### config.mk
export PLATFORM = sky130hd
export DESIGN_NAME = mode_timer16
export DESIGN_NICKNAME = d
export VERILOG_FILES = /design/src/rtl/mode_timer16.sv
export SDC_FILE = /design/constraint.sdc
export NUM_CORES = 1
export LEC_CHECK = 0
export BUFFER_PORTS_ARGS = -buffer_cell sky130_fd_sc_hd__buf_2
export CAP_MARGIN = 0
export CORE_MARGIN = 1.5
export CORE_UTILIZATION = 48
export DETAILED_ROUTE_END_ITERATION = 8
export HOLD_SLACK_MARGIN = 0.15
export PLACE_DENSITY = 0.78
export SKIP_LAST_GASP = 1
export SYNTH_ARGS = -nofsm -noshare
export SYNTH_HDL_FRONTEND = slang
export SYNTH_SLANG_ARGS = --single-unit
### constraint.sdc
create_clock -name clk -period 1.9 [get_ports clk]
set_input_delay 0.095 -clock clk [delete_from_list [all_inputs] [get_ports clk]]
set_output_delay 0.095 -clock clk [all_outputs]
set_load 0.03 [all_outputs]
### src/rtl/mode_timer16.sv
module mode_timer16 #(
  parameter int W         = 16,
  parameter int NSRC      = 8,
  parameter int PRESC_DIV = 4
) (
  input  logic            clk,
  input  logic            rst_n,
  input  logic [NSRC-1:0] src_en,
  input  logic            ctrl_we,
  input  logic [7:0]      ctrl_wdata,
  input  logic            reload_we,
  input  logic [W-1:0]    reload_wdata,
  input  logic            irq_clr,
  input  logic            trig_in,
  output logic            pin_val,
  output logic            pin_oe,
  output logic            irq,
  output logic [W-1:0]    cnt_val
);
  localparam int SW = (NSRC > 1) ? $clog2(NSRC) : 1;
  localparam int PW = (PRESC_DIV > 1) ? $clog2(PRESC_DIV) : 1;
  localparam logic [PW-1:0] PC_LAST = PW'(PRESC_DIV - 1);
  localparam logic [1:0] M_ONE = 2'd0, M_RATE = 2'd1, M_SQ = 2'd2, M_RTRG = 2'd3;

  logic          run_q, pol_q, od_q, active_q, irq_q, trig_q;
  logic [1:0]    mode_q;
  logic [SW-1:0] sel_q;
  logic [W-1:0]  reload_q, cnt_q;
  logic [PW-1:0] pc_q;

  wire [1:0] wmode    = ctrl_wdata[2:1];
  wire start          = ctrl_we & ctrl_wdata[0] & ~run_q;
  wire stop_now       = ctrl_we & ~ctrl_wdata[0];
  wire busy           = run_q & ~stop_now;
  wire sel_en         = src_en[sel_q];
  wire tick           = busy & sel_en & (pc_q == PC_LAST);
  wire trig_go        = busy & (mode_q == M_RTRG) & trig_in & ~trig_q;
  wire counting       = (mode_q == M_RATE) | (mode_q == M_SQ) | active_q;
  wire hit            = tick & counting & ~trig_go & (cnt_q == W'(1));

  always_ff @(posedge clk) begin
    if (!rst_n) begin
      run_q <= 1'b0; mode_q <= M_ONE; pol_q <= 1'b0; od_q <= 1'b0; sel_q <= '0;
      reload_q <= '0; cnt_q <= '0; pc_q <= '0;
      active_q <= 1'b0; irq_q <= 1'b0; trig_q <= 1'b0;
    end else begin
      trig_q <= trig_in;
      if (reload_we) reload_q <= reload_wdata;
      if (ctrl_we) begin
        run_q  <= ctrl_wdata[0];
        mode_q <= wmode;
        pol_q  <= ctrl_wdata[3];
        od_q   <= ctrl_wdata[4];
        sel_q  <= ctrl_wdata[5 +: SW];
      end
      if (hit) irq_q <= 1'b1;
      else if (irq_clr) irq_q <= 1'b0;

      if (start) begin
        cnt_q    <= reload_q;
        pc_q     <= '0;
        active_q <= (wmode == M_ONE) | (wmode == M_SQ);
      end else if (!busy) begin
        active_q <= 1'b0;
      end else begin
        if (sel_en) pc_q <= (pc_q == PC_LAST) ? '0 : pc_q + 1'b1;
        if (trig_go) begin
          cnt_q    <= reload_q;
          active_q <= 1'b1;
        end else if (tick && counting) begin
          if (cnt_q == W'(1)) begin
            case (mode_q)
              M_RATE:  begin cnt_q <= reload_q; active_q <= 1'b1; end
              M_SQ:    begin cnt_q <= reload_q; active_q <= ~active_q; end
              default: begin cnt_q <= '0; active_q <= 1'b0; end
            endcase
          end else begin
            cnt_q <= cnt_q - 1'b1;
            if (mode_q == M_RATE) active_q <= 1'b0;
          end
        end
      end
    end
  end

  wire lvl = pol_q ? active_q : ~active_q;
  assign pin_val = od_q ? 1'b0 : lvl;
  assign pin_oe  = od_q ? ~lvl : 1'b1;
  assign irq     = irq_q;
  assign cnt_val = cnt_q;

  AST_CNT_STEP: assert property (@(posedge clk) disable iff (!rst_n)
    (tick && counting && !trig_go && !ctrl_we && cnt_q > W'(1)) |=> (cnt_q == $past(cnt_q) - 1'b1));
  AST_ZERO_FLAG: assert property (@(posedge clk) disable iff (!rst_n)
    (tick && counting && !trig_go && cnt_q == W'(1)) |=> irq);
  AST_FLAG_STICKY: assert property (@(posedge clk) disable iff (!rst_n)
    (irq && !irq_clr) |=> irq);
  AST_STOP_HOLD: assert property (@(posedge clk) disable iff (!rst_n)
    (!run_q && !ctrl_we) |=> $stable(cnt_q));
  AST_STOP_IDLE: assert property (@(posedge clk) disable iff (!rst_n)
    !run_q |-> !active_q);
  AST_OD_NO_HIGH: assert property (@(posedge clk) disable iff (!rst_n)
    od_q |-> !(pin_oe && pin_val));
endmodule

==> metrics.txt <==
std cell rows 25; flops & latches, synth 45; Die W 73.2 um; post-route ant nets 0; Arr. time, crit path 2.14 ns; Layout area overhead 53.0%; sequential share of the synthesized area 0.381; clk_skew 0.00574 ns; CP max FO 7; cell area after layout 3620 um^2; RSZ-0062 raised after global routing yes; post-route minimum period 1.94 ns; ranking of synthesized cells by area dfxtp_1, mux2i_1, nor2_1; Post-synth EDFFs 0; number of fill cells in the layout 293; Longest Clk Path Bufs 2; placed inst area 2990 um^2; Worst-Margin Slew 0.533 ns; Die Ht 73.2 um; Post-Syn Area 2360 um^2; Via density 5.83; CTS tree yes; Core Region 4720 um^2; layout cells sized above 1 0.419; Worst Setup Slack, final -0.0439 ns; Diodes inserted 0; vias in the first global route 2468; CTS clock-pin slew for the worst setup and hold paths 0.09 ns; post-synthesis cell type count 53; H-tree depth 2; Async SR Flop Fraction 0; fin nets 432; DPL Wire Length 4540 um; Hold Vio Cnt, Final 0; Slew HR 0.645; commonest cells in the netlist nor2_1, dfxtp_1, mux2i_1; DRT iter0 DRCs 241; worst hold path type primary input to register; biggest area consumer among synthesized cells dfxtp_1; global-route wire length before repair 11000 um; Routed Wire Length 7780 um; Vias 2657; Avg Cell Area, Syn 8.89 um^2; crit share post-route 1.02; Min-Delay Endpoint sel_q[1]; total gr overflow 0; CTS root buf clkbuf_8; kind of critical path register to register; r2r setup slk -0.04 ns; Finish-stage setup viols 6; status finished, violations left; Synth Net Count 310; Port Buf Inserts 56; worst path required time 2.09 ns; DRC viols 0; CP startpoint kind register; Die ar. 5360 um^2; GRT Util Overall 0.267; top-count cell post-synth nor2_1; clock sinks 45; Cells after Synth 266; largest net degree at the start of global routing 20; initial core utilization 0.501; Worst R2R End cnt_val[10]; PD cells 733 nW/um^2; Num CTS Buffers 5; VDD IR max 427 uV; top cell type's share of synthesized area 0.381; static leakage 1.61 nW; f_max 514 MHz; hold path start ctrl_we; Yosys warnings 0; Boundary Pins 57; total of max-cap violations 0; R2R depth 9; RePlAce Congestion 0.854; Setup WS pre-CTS -0.104 ns; Slew Viols, Final 0; Worst R2R Start cnt_val[1]; first drt pass iteration count 5; initial antenna violation count 0; Synth Flop Type dfxtp_1; failing checks negative setup slack; latest clock arrival within the worst-skew pair 0.30 ns; WL/cell 17.1 um; hold path depth 3; Crit. End Element register
-- registers in the layout (all words and copies together) (netlist names), 2 cells and up --
signal,flops
cnt_val,16
reload_q,16
mode_q,2
pc_q,2
sel_q,3
-- worst max-delay path by stage --
stage / start / end / depth (start not counted)
after global placement: sel_q[0] / cnt_val[15] / 6
final: cnt_val[1] / cnt_val[10] / 9
after detailed placement: sel_q[0] / cnt_val[14] / 6
after CTS: mode_q[0] / cnt_val[2] / 9
after global routing: cnt_val[1] / active_q / 9
after floorplan: cnt_val[7] / cnt_val[1] / 6
-- cell families after synthesis --
kind of cell / synth area share
AOI/OAI and AO/OA: 0.166
xor gates and xnor gates: 0.0259
adders and majority gates: 0.0317
buffers and inverters: 0.0476
DFF: 0.381
muxes: 0.141
and+or+nand+nor: 0.207
-- report_power, final --
group	total, W	switching (W)	internal (W)
Clock	0.000594	0.000338	0.000256
Combinational	0.000982	0.000532	0.000449
Sequential	0.00107	0.0000674	0.00101
Total	0.00265	0.000938	0.00171
-- area by class of cell --
cell class                 instances  area, um^2  area share
multi-input combinational        196        1590       0.439
sequential                        45         911       0.252
timing repair buffer             129         910       0.251
tap                               67        83.8      0.0232
clock buffer                       6        72.6      0.0201
inverter                          11        41.3      0.0114
clock inverter                     2        10.0     0.00277
-- critical path, stage by stage (launching register included) --
cell and delay [ns]:
dfxtp_2 0.33, inv_2 0.07, buf_4 0.12, ha_4 0.13, or3b_4 0.45, nor2_4 0.15, nand2_2 0.08, xnor2_2 0.15
a221oi_2 0.29, nor2_1 0.08
-- cells in the final DEF, fill, tap and decap left out, types with 5 or more instances in the layout --
master,Yosys,layout
buf_2,6,56
inv_1,10,7
nor3_1,10,8
xor2_1,5,5
nand2_1,11,9
dlygate4sd3_1,0,26
a21oi_1,12,10
a221oi_2,0,7
mux2i_1,28,28
dfxtp_1,45,41
o21ai_1,3,6
buf_4,0,45
clkbuf_8,0,5
nor2_1,46,42
-- timing repair --
action | CTS | global route
hold buffers | 26 | 0
resized for setup | 7 | 45
cloned | 0 | 1
hold endpoints to repair | 26 | 0
setup endpoints to repair | 16 | 17
buffers inserted | 2 | 7
pin swaps | 3 | 20
-- per-stage QoR --
step                      instances  setup TNS (ns)  utilization  hold slack (ns)  power (W)
after global placement          413          -0.204        0.633            0.315    0.00182
after CTS                       449         -0.0119        0.714            0.158    0.00248
after global routing            456           -1.08        0.766            0.203    0.00275
after floorplan                 266         -0.0141            -            0.217    0.00156
after detailed placement        413          -0.951        0.633            0.334    0.00185
final                           456         -0.0692        0.766            0.178    0.00265
-- layer usage --
layer	track usage	vias up	wire length [um]
li1	-	1206	-
met3	0.0511	33	601
met5	0	-	0
met1	0.324	1269	3110
met4	0.103	0	283
met2	0.464	149	3790
Power figures use the tool's default switching activity.
